===== config.mk =====
export PLATFORM = sky130hd
export DESIGN_NAME = crit_intc
export DESIGN_NICKNAME = d
export VERILOG_FILES = /design/src/rtl/crit_intc_pkg.sv /design/src/rtl/crit_intc_status.sv /design/src/rtl/crit_intc_vecgen.sv /design/src/rtl/crit_intc.sv
export SDC_FILE = /design/constraint.sdc
export NUM_CORES = 1
export LEC_CHECK = 0
export BUFFER_PORTS_ARGS = -buffer_cell sky130_fd_sc_hd__buf_2
export CAP_MARGIN = 5
export CORE_ASPECT_RATIO = 1.5
export CORE_UTILIZATION = 35
export DETAILED_ROUTE_END_ITERATION = 7
export PLACE_DENSITY = 0.55
export SETUP_SLACK_MARGIN = 0.1
export SLEW_MARGIN = 30
export SYNTH_ARGS = -nofsm -noshare
export SYNTH_HDL_FRONTEND = slang
export SYNTH_SLANG_ARGS = --single-unit

===== constraint.sdc =====
create_clock -name clk -period 6.7 [get_ports clk]
set_clock_uncertainty 0.05 [all_clocks]
set_input_delay 1.34 -clock clk [delete_from_list [all_inputs] [get_ports clk]]
set_output_delay 1.34 -clock clk [all_outputs]
set_load 0.02 [all_outputs]

===== src/rtl/crit_intc_pkg.sv =====
`timescale 1ns/1ps
package crit_intc_pkg;
  localparam int REG_CNT = 9;

  typedef enum logic [3:0] {
    OFF_STAT = 4'd0,
    OFF_SET  = 4'd1,
    OFF_EN   = 4'd2,
    OFF_CRIT = 4'd3,
    OFF_POL  = 4'd4,
    OFF_TRIG = 4'd5,
    OFF_MSK  = 4'd6,
    OFF_VEC  = 4'd7,
    OFF_VCFG = 4'd8
  } reg_off_e;
endpackage


===== src/rtl/crit_intc_status.sv =====
`timescale 1ns/1ps
// Pending-status engine: software clear/set followed by source update.
module crit_intc_status #(
  parameter int W = 32
) (
  input  logic         clk,
  input  logic         rst_n,
  input  logic [W-1:0] src_i,
  input  logic [W-1:0] trig_i,
  input  logic         clr_we_i,
  input  logic         set_we_i,
  input  logic [W-1:0] wdata_i,
  output logic [W-1:0] status_d_o,
  output logic [W-1:0] status_q_o
);
  logic [W-1:0] status_q, status_d;
  logic [W-1:0] level_q, level_d;
  logic [W-1:0] prev_q;

  always_comb begin
    status_d = status_q;
    level_d  = level_q;
    if (clr_we_i) status_d = (status_d & ~wdata_i) | level_q;
    if (set_we_i) status_d = status_d | wdata_i;
    for (int b = 0; b < W; b++) begin
      if (trig_i[b]) begin
        if (src_i[b]) status_d[b] = 1'b1;
      end else if (src_i[b] != prev_q[b]) begin
        status_d[b] = src_i[b];
        level_d[b]  = src_i[b];
      end
    end
  end

  always_ff @(posedge clk or negedge rst_n) begin
    if (!rst_n) begin
      status_q <= '0;
      level_q  <= '0;
      prev_q   <= '0;
    end else begin
      status_q <= status_d;
      level_q  <= level_d;
      prev_q   <= src_i;
    end
  end

  assign status_d_o = status_d;
  assign status_q_o = status_q;

  // an active level source is always pending
  p_level_in_status_r5: assert property (@(posedge clk) disable iff (!rst_n)
    (status_q & level_q) == level_q);

  // a high edge-mode input is pending one edge later
  p_edge_sets_r3: assert property (@(posedge clk) disable iff (!rst_n)
    1'b1 |=> ((status_q & $past(trig_i & src_i)) == $past(trig_i & src_i)));

  // a changed level-mode input is copied into status
  p_level_follow_r4: assert property (@(posedge clk) disable iff (!rst_n)
    1'b1 |=> (($past(~trig_i & (src_i ^ prev_q)) & (status_q ^ $past(src_i))) == '0));
endmodule


===== src/rtl/crit_intc_vecgen.sv =====
`timescale 1ns/1ps
// Critical vector: base plus stride times rank of the first pending bit.
module crit_intc_vecgen #(
  parameter int W     = 32,
  parameter int SHIFT = 9
) (
  input  logic [W-1:0] crit_pend_i,
  input  logic [W-1:0] cfg_i,
  output logic [W-1:0] vec_o
);
  localparam int IW = $clog2(W);

  logic [W-1:0]  scan;
  logic [IW-1:0] idx;

  always_comb begin
    for (int k = 0; k < W; k++) begin
      scan[k] = cfg_i[0] ? crit_pend_i[W-1-k] : crit_pend_i[k];
    end
    idx = '0;
    for (int k = W - 1; k >= 0; k--) begin
      if (scan[k]) idx = IW'(k);
    end
    if (|crit_pend_i) vec_o = (cfg_i & ~W'(3)) + (W'(idx) << SHIFT);
    else              vec_o = '0;
  end
endmodule


===== src/rtl/crit_intc.sv =====
`timescale 1ns/1ps
module crit_intc
  import crit_intc_pkg::*;
#(
  parameter int          DATA_W    = 32,
  parameter int          ADDR_W    = 10,
  parameter int unsigned BASE_ADDR = 'h30,
  parameter bit          VEC_EN    = 1'b1,
  parameter int          VEC_SHIFT = 9
) (
  input  logic              clk,
  input  logic              rst_n,
  input  logic [DATA_W-1:0] irq_in,
  input  logic [ADDR_W-1:0] bus_addr,
  input  logic              bus_wr,
  input  logic [DATA_W-1:0] bus_wdata,
  output logic [DATA_W-1:0] bus_rdata,
  output logic              irq_norm_o,
  output logic              irq_crit_o
);
  localparam logic [ADDR_W-1:0] BASE = ADDR_W'(BASE_ADDR);

  logic [ADDR_W-1:0] rel;
  logic [3:0]        off;
  logic              in_win;
  logic we_clr, we_set, we_en, we_crit, we_pol, we_trig, we_vcfg;

  assign rel    = bus_addr - BASE;
  assign off    = rel[3:0];
  assign in_win = (bus_addr >= BASE) && (rel < ADDR_W'(REG_CNT));

  assign we_clr  = bus_wr && in_win && (off == OFF_STAT);
  assign we_set  = bus_wr && in_win && (off == OFF_SET);
  assign we_en   = bus_wr && in_win && (off == OFF_EN);
  assign we_crit = bus_wr && in_win && (off == OFF_CRIT);
  assign we_pol  = bus_wr && in_win && (off == OFF_POL);
  assign we_trig = bus_wr && in_win && (off == OFF_TRIG);
  assign we_vcfg = bus_wr && in_win && (off == OFF_VCFG);

  // source n lands on status bit DATA_W-1-n
  logic [DATA_W-1:0] src_map;
  for (genvar n = 0; n < DATA_W; n++) begin : g_map
    assign src_map[DATA_W-1-n] = irq_in[n];
  end

  logic [DATA_W-1:0] en_q, crit_q, pol_q, trig_q;
  logic [DATA_W-1:0] en_d, crit_d;

  assign en_d   = we_en   ? bus_wdata : en_q;
  assign crit_d = we_crit ? bus_wdata : crit_q;

  always_ff @(posedge clk or negedge rst_n) begin
    if (!rst_n)     en_q <= '0;
    else if (we_en) en_q <= bus_wdata;
  end
  always_ff @(posedge clk or negedge rst_n) begin
    if (!rst_n)       crit_q <= '0;
    else if (we_crit) crit_q <= bus_wdata;
  end
  always_ff @(posedge clk or negedge rst_n) begin
    if (!rst_n)      pol_q <= '0;
    else if (we_pol) pol_q <= bus_wdata;
  end
  always_ff @(posedge clk or negedge rst_n) begin
    if (!rst_n)       trig_q <= '0;
    else if (we_trig) trig_q <= bus_wdata;
  end

  logic [DATA_W-1:0] status_d, status_q;

  crit_intc_status #(.W(DATA_W)) u_status (
    .clk        (clk),
    .rst_n      (rst_n),
    .src_i      (src_map),
    .trig_i     (trig_q),
    .clr_we_i   (we_clr),
    .set_we_i   (we_set),
    .wdata_i    (bus_wdata),
    .status_d_o (status_d),
    .status_q_o (status_q)
  );

  logic              norm_d;
  logic [DATA_W-1:0] critv_d;

  assign norm_d  = |(status_d & en_d & ~crit_d);
  assign critv_d = status_d & en_d & crit_d;

  always_ff @(posedge clk or negedge rst_n) begin
    if (!rst_n) begin
      irq_norm_o <= 1'b0;
      irq_crit_o <= 1'b0;
    end else begin
      irq_norm_o <= norm_d;
      irq_crit_o <= |critv_d;
    end
  end

  logic [DATA_W-1:0] vcfg_rd, vec_rd;

  if (VEC_EN) begin : g_vec
    logic [DATA_W-1:0] vcfg_q, vcfg_d, vec_q, vec_d;

    assign vcfg_d = we_vcfg ? (bus_wdata & ~DATA_W'(2)) : vcfg_q;

    crit_intc_vecgen #(.W(DATA_W), .SHIFT(VEC_SHIFT)) u_vecgen (
      .crit_pend_i (critv_d),
      .cfg_i       (vcfg_d),
      .vec_o       (vec_d)
    );

    always_ff @(posedge clk or negedge rst_n) begin
      if (!rst_n) begin
        vcfg_q <= '0;
        vec_q  <= '0;
      end else begin
        if (we_vcfg) vcfg_q <= vcfg_d;
        vec_q <= vec_d;
      end
    end

    assign vcfg_rd = vcfg_q;
    assign vec_rd  = vec_q;

    p_vcfg_bit1_r8: assert property (@(posedge clk) disable iff (!rst_n)
      vcfg_q[1] == 1'b0);
    p_vec_idle_zero_r9: assert property (@(posedge clk) disable iff (!rst_n)
      !irq_crit_o |-> (vec_q == '0));
    p_vec_align_r9: assert property (@(posedge clk) disable iff (!rst_n)
      vec_q[1:0] == 2'b00);
  end else begin : g_novec
    assign vcfg_rd = '0;
    assign vec_rd  = '0;
  end

  always_comb begin
    bus_rdata = '0;
    if (in_win) begin
      case (off)
        OFF_STAT, OFF_SET: bus_rdata = status_q;
        OFF_EN:            bus_rdata = en_q;
        OFF_CRIT:          bus_rdata = crit_q;
        OFF_POL:           bus_rdata = pol_q;
        OFF_TRIG:          bus_rdata = trig_q;
        OFF_MSK:           bus_rdata = status_q & en_q;
        OFF_VEC:           bus_rdata = vec_rd;
        OFF_VCFG:          bus_rdata = vcfg_rd;
        default:           bus_rdata = '0;
      endcase
    end
  end

  // request lines agree with the stored state
  p_norm_line_r6: assert property (@(posedge clk) disable iff (!rst_n)
    irq_norm_o == |(status_q & en_q & ~crit_q));
  p_crit_line_r6: assert property (@(posedge clk) disable iff (!rst_n)
    irq_crit_o == |(status_q & en_q & crit_q));
endmodule


# After elaboration in Yosys (flattened, before gate mapping)
# Cells that the tools add are included.
# classes
add_sub_neg,2
order_cmp,2
eq_ne,40
n_mux,168
bitwise,41
reduce_logical,45
# op_table
operator,count
$pmux 32 s8,1
$mux 32,7
$and 32x32->32,5
$mux 5,32
$mux 1,128
$not 32->32,2
$or 32x32->32,2
$reduce_and 2->1,32
$reduce_or 32->1,2
$add 32x14->32,1
$ne 1x1->1,32
$not 1->1,32
$eq 4x3->1 const B,4
$ge 10x6->1 const B,1
$lt 10x4->1 const B,1
$sub 10x6->10 const B,1
$logic_and 1x1->1,9
$eq 4x2->1 const B,2
$eq 4x1->1 const B,1
$eq 4x4->1 const B,1
$logic_not 4->1,1
$reduce_or 2->1,1
# totals
regBits,289
input_bits,77
out_inout_bits,34
word_cells,340

# Longest topological paths before layout
# logic_depth
depth_word,47
depth_mapped,27
ltp_nobuf,23

# Cells and area by module
# From an unflattened synthesis, not the netlist that was laid out.
# hier_totals
cells_unflattened,1584
hier_area_um2,15770.1
# modules_own_cells
module,instances,cells_per_inst,area_per_inst_um2,seq_area_each_um2
crit_intc,1,955,9907.0,4854.7
crit_intc_status,1,362,4195.3,2402.3
crit_intc_vecgen,1,267,1667.8,0.0

# Worst setup path before layout
# No wires, ideal clock.
# synth_timing
kind,input port to flip-flop
from,in bus_addr[7]
to,reg g_vec.vec_q[28]
setup_time_ns,0.132
t_arrival_ns,7.560
required_time_ns,6.518
slack_ns,-1.041
cell_stages,23
path_buffers,5
cell_sequence,nor4bb_1 -> buf_2 -> clkbuf_1 -> buf_2 -> nand4_1 -> mux2i_1 -> clkinv_1 -> buf_2 -> buf_1 -> a2111oi_0 -> o22ai_1 -> a211oi_1 -> ha_1 -> a21o_1 -> a21oi_1 -> o21ai_0 -> nand4_1 -> or3_1 -> or3_1 -> or4_1 -> or4_1 -> xnor2_1 -> nor2_1
# synth_via
elab_chain_len,47
word_cells_on_any_way,181
cone_classes,add/sub (2); order compare (2); mux (166); bitwise (3); reduce/logical (8)
# synth_rtl
item,line,rtl
"start, declared",crit_intc.sv:14,"input logic [ADDR_W-1:0] bus_addr,"
$sub 10x6->10,crit_intc.sv:28,assign rel = bus_addr - BASE;
$lt 10x4->1,crit_intc.sv:30,assign in_win = (bus_addr >= BASE) && (rel < ADDR_W'(REG_CNT));
$logic_and 1x1->1 (*),crit_intc.sv:30,
$logic_and 1x1->1 (*),-,
$logic_and 1x1->1,crit_intc.sv:32,assign we_clr = bus_wr && in_win && (off == OFF_STAT);
$mux 32,crit_intc_status.sv:23,if (clr_we_i) status_d = (status_d & ~wdata_i) | level_q;
$or 32x32->32,crit_intc_status.sv:24,if (set_we_i) status_d = status_d | wdata_i;
$mux 32,crit_intc_status.sv:24,
$mux 1 (on tied branches),"crit_intc_status.sv:28, crit_intc_status.sv:27",
$mux 1,crit_intc_status.sv:26,if (trig_i[b]) begin
$and 32x32->32 (2 in series),crit_intc.sv:87,assign critv_d = status_d & en_d & crit_d;
$mux 1,crit_intc_vecgen.sv:18,scan[k] = cfg_i[0] ? crit_pend_i[W-1-k] : crit_pend_i[k];
$mux 5 (32 in series),crit_intc_vecgen.sv:22,if (scan[k]) idx = IW'(k);
$add 32x14->32,crit_intc_vecgen.sv:24,if (|crit_pend_i) vec_o = (cfg_i & ~W'(3)) + (W'(idx) << SHIFT);
$mux 32 (*),crit_intc_vecgen.sv:24,
named net g_vec.u_vecgen.vec_o[28],crit_intc_vecgen.sv:9,output logic [W-1:0] vec_o
"end signal, assigned",crit_intc.sv:118,vec_q <= vec_d;
"end, declared",crit_intc.sv:102,"logic [DATA_W-1:0] vcfg_q, vcfg_d, vec_q, vec_d;"
# The timed path passes the listed nets; every way through them passes the cells marked *.
# A chain may end at the register's enable or synchronous reset.

# Worst setup path in the final report
# layout_timing
from,in bus_addr[9]
to,reg g_vec.vec_q[28]
# Same word-level chain as after synthesis.

==> summary.txt <==
Synthesis
  – EDFF count, synth: 0
  – Net count after synthesis: 1641
  – Main synth FF type: dfrtp_1
  – Synth Register Bits: 287
  – Synth warn: 0
  – Register area share after synthesis: 48.06%
  – Mux cell area share after synthesis: roughly 7.7%
  – Post-Synthesis Cells: 1557
  – Mapped Avg Cell Area: roughly 9.6 sq um
  – Simple-Gate Fraction of Synth Area: between 10% and 20%
  – Post-synthesis adder-cell area fraction: 0.7033%
  – Post-synthesis compound-gate area fraction: 22.37%
  – Largest family of logic cells by synthesized area: compound AO/OA/AOI/OAI gates
  – Synth Area in XOR/XNOR: approximately 1.2%
  – Netlist cell types: around 70
  – Async S/R FF share, synth: 100.0%
  – Post-Syn Area: 0.01494 sq mm

Critical path
  – Max FO, Critical Path: 6
  – Data arrival, critical path: 6.98 ns
  – Critical path class: in2reg
  – CP Launch Type: primary input
  – Worst reg2reg path endpoint: g_vec.vec_q[28]
  – R2R setup slack: 1.40 ns
  – Req. time, crit path: 7.08 ns
  – CP endpoint kind: flip-flop
  – Crit Reg-Reg Startpoint: trig_q[25]
  – Reg2reg path depth: 20

Routing
  – Vias per inst: ~5.6
  – DRC: 0
  – Total Routed Length: 54840 microns
  – Post-DRT Antenna Nets: 0
  – Vias: 13.85k
  – Starting DRT DRC Count: 1185
  – Drt pass-1 iters: 8
  – DR WL/cell: 22.31 microns

Timing
  – Final setup fails: 0
  – Max-slew violations: 0
  – Slew HR: around 33%
  – RSZ-0062 raised after global routing: true
  – Final Cycle Share: 98.46%
  – Max Freq: around 150 MHz
  – Setup TNS: 0 ns
  – Fin. Hold Viols: 0
  – Min Tclk post-route: 6.597 ns
  – Tightest Pin Transition: 1.002 ns

Flow run
  – Max_cap viols: 0

Clocking
  – Clock Path Buffers: 3
  – CTS Sinks: 287
  – CTS tree: yes
  – Clock latency on the worst-skew pair: between 0.5 and 0.6 ns
  – CTS buffer count: 29
  – Clock-pin slew on the worst setup and hold paths: about 0.070 ns
  – Root Buffer: clkbuf_16
  – CTS HTree Levels: 1

Pwr
  – PD cells: between 150 and 200 mW/mm^2
  – Sequential share of power: 48.3%
  – Peak supply drop: 0.1568 mV
  – Sw frac: 25.06%
  – Leak Pwr: 0.009263 uW
  – Clk network pwr share: 44.0%
  – Comb power frac: roughly 7.7%
  – Internal Power: 2761 uW
  – NetSw: roughly 920 uW

Status
  – Outcome: completed

Final layout
  – Ant. Diodes: 0
  – Nets: 1955
  – Core Util, Final: between 40 and 50%
  – Area delta synth->final: 30.29%
  – Share of cells above drive strength 1: 31.15%

Global route
  – First-pass GRT wire length: 82200 microns
  – Vias in the first global route: 14.06k
  – Largest net degree at the start of global routing: between 100 and 150
  – Initial antenna violation count: 0
  – GR Util All Layers: between 20 and 30%
  – Global route overflow: 0

Floorplanning
  – Die Area: 0.04354 sq mm
  – Die Height: 255.1 microns
  – IO Pins: around 110
  – Die X-Extent: 170.7 microns
  – Rows: 92
  – Core Footprint: 0.04202 sq mm
  – Initial Util: 35.57%

Hold path
  – Worst Hold Depth: 1
  – Worst Hold Class: reg2reg
  – Hold path start: u_status.prev_q[1]
  – Worst Hold Path EP: u_status.level_q[1]

Place
  – Routability congestion estimate: 0.8706
  – Post-DP HPWL: 38840 microns
  – IO buf count: 110
[cells in the mapped netlist (6+ instances only)]
cell type	count	area (sq um)
dfrtp_1	287	7182
nand2_1	176	660.6
o21ai_0	151	755.7
inv_1	104	390.4
nor2_1	84	315.3
clkbuf_1	71	266.5
a21oi_1	63	315.3
a222oi_1	62	620.6
mux2_2	60	675.7
mux2i_1	47	470.5
a31oi_1	40	250.2
a21o_1	35	262.8
nand4_1	33	206.5
a21boi_0	24	180.2
nand3_1	22	110.1
nor3b_1	22	165.2
nand2b_1	17	106.4
xnor2_1	17	148.9
a22oi_1	15	112.6
nor3_1	13	65.06
o211ai_1	13	97.59
nor4_1	12	75.07
or2_2	12	75.07
or3b_2	12	105.1
a221oi_1	11	96.34
a211oi_1	9	67.56
and2_1	9	56.30
a32oi_1	8	70.07
buf_2	8	40.04
and3_1	7	43.79
buf_1	7	26.28
nor2b_1	7	43.79
ha_1	6	75.07
o22ai_1	6	37.54
o41ai_1	6	52.55
or3_1	6	37.54
[worst max-delay path, stage by stage]
cell,delay [ns]
buf_2,0.11
or4bb_4,0.60
buf_4,0.20
o41ai_1,0.34
a32oi_1,0.19
o211ai_1,0.46
nand2_2,0.12
buf_4,0.17
o21ai_1,0.23
nand2_1,0.13
or3_4,0.36
nor3b_4,0.21
ha_1,0.17
nand2_1,0.06
o21ai_2,0.15
nand4_1,0.22
or3_4,0.46
or3_4,0.34
or4_4,0.43
or4_4,0.45
xnor2_2,0.16
nor2_1,0.06
[logic make-up after synthesis]
logic type	count (synthesis)
muxes	107
adders and majority gates	8
buffers and inverters	192
AOI/OAI and AO/OA	491
and+or+nand+nor	452
xor gates and xnor gates	20
DFF	287
[how the worst max path moves through the flow]
stage	startpoint	endpoint	depth (start not counted)
5_1_grt	bus_addr[9]	g_vec.vec_q[28]	24
4_1_cts	bus_addr[7]	g_vec.vec_q[28]	23
3_5_place_dp	bus_addr[7]	g_vec.vec_q[28]	21
6_report	bus_addr[9]	g_vec.vec_q[28]	22
3_3_place_gp	bus_addr[7]	g_vec.vec_q[28]	23
2_1_floorplan	bus_addr[9]	g_vec.vec_q[28]	24
[cells in the final DEF, fill, tap and decap left out, drive strengths merged, types with 15 or more instances in the layout]
| cell type | count |
|---|---|
| a21boi | 25 |
| buf | 369 |
| a21oi | 63 |
| mux2 | 60 |
| dfrtp | 287 |
| inv | 105 |
| nand2 | 176 |
| a222oi | 62 |
| a22oi | 15 |
| o21ai | 152 |
| a31oi | 40 |
| xnor2 | 17 |
| nand4 | 33 |
| nor2 | 84 |
| nor3b | 22 |
| nand3 | 22 |
| mux2i | 47 |
| clkbuf | 44 |
| nand2b | 17 |
| a21o | 35 |
[flip-flops by register name, summed over array words and instances, names as in the netlist, 30 cells and up]
register and count:
crit_q 32, en_q 32, g_vec.vcfg_q 31, g_vec.vec_q 30
pol_q 32, trig_q 32, u_status.level_q 32, u_status.prev_q 32
u_status.status_q_o 32
[layer usage]
metal	track usage, %	up-vias	share of wire, %
li1	-	6394	-
met1	29.47	6890	39
met2	46.30	439	52
met3	2.335	122	4.1
met4	10.35	0	4.3
met5	0	-	0
[final cells by class]
cell class              instances  area [sq um]
inverters                     105         395.4
flip-flops and latches        287          7182
fillers                      4034         22550
clock inverters                11         73.82
clock buffers                  43         868.3
well taps                     564         705.7
multi-input cells            1078          7537
repair buffers                370          2708
[power by group through the flow]
| stage | registers [uW] | logic [uW] | clock network, uW |
|---|---|---|---|
| after floorplan | 1810 | 108 | 0 |
| after global placement | 1810 | 275 | 0 |
| after detailed placement | 1810 | 277 | 0 |
| after CTS | 1780 | 280 | 1660 |
| after global routing | 1780 | 308 | 1720 |
| final | 1780 | 283 | 1620 |
[metrics by stage]
step / total power [uW] / cells / worst slack (ns) / hold WS, ns / instance area, sq um
floorplan: 1915 / 1557 / 0.1063 / 0.3859 / 15190
global placement: 2084 / 2385 / -0.6587 / 0.3949 / 18040
detailed placement: 2087 / 2385 / -0.6289 / 0.4048 / 18050
CTS: 3715 / 2445 / 0.06273 / 0.4137 / 19100
global route: 3812 / 2458 / 0.02620 / 0.4375 / 19470
finish: 3684 / 2458 / 0.1029 / 0.4063 / 19470
[what timing repair did]
action	CTS	global route
endpoints found under the hold margin	0	0
setup endpoints to repair	4	7
hold buffers	0	0
buffers inserted	6	12
resized for setup	9	70
gates cloned	0	1
pin swaps	5	37
(Power assumes the default switching activity.)
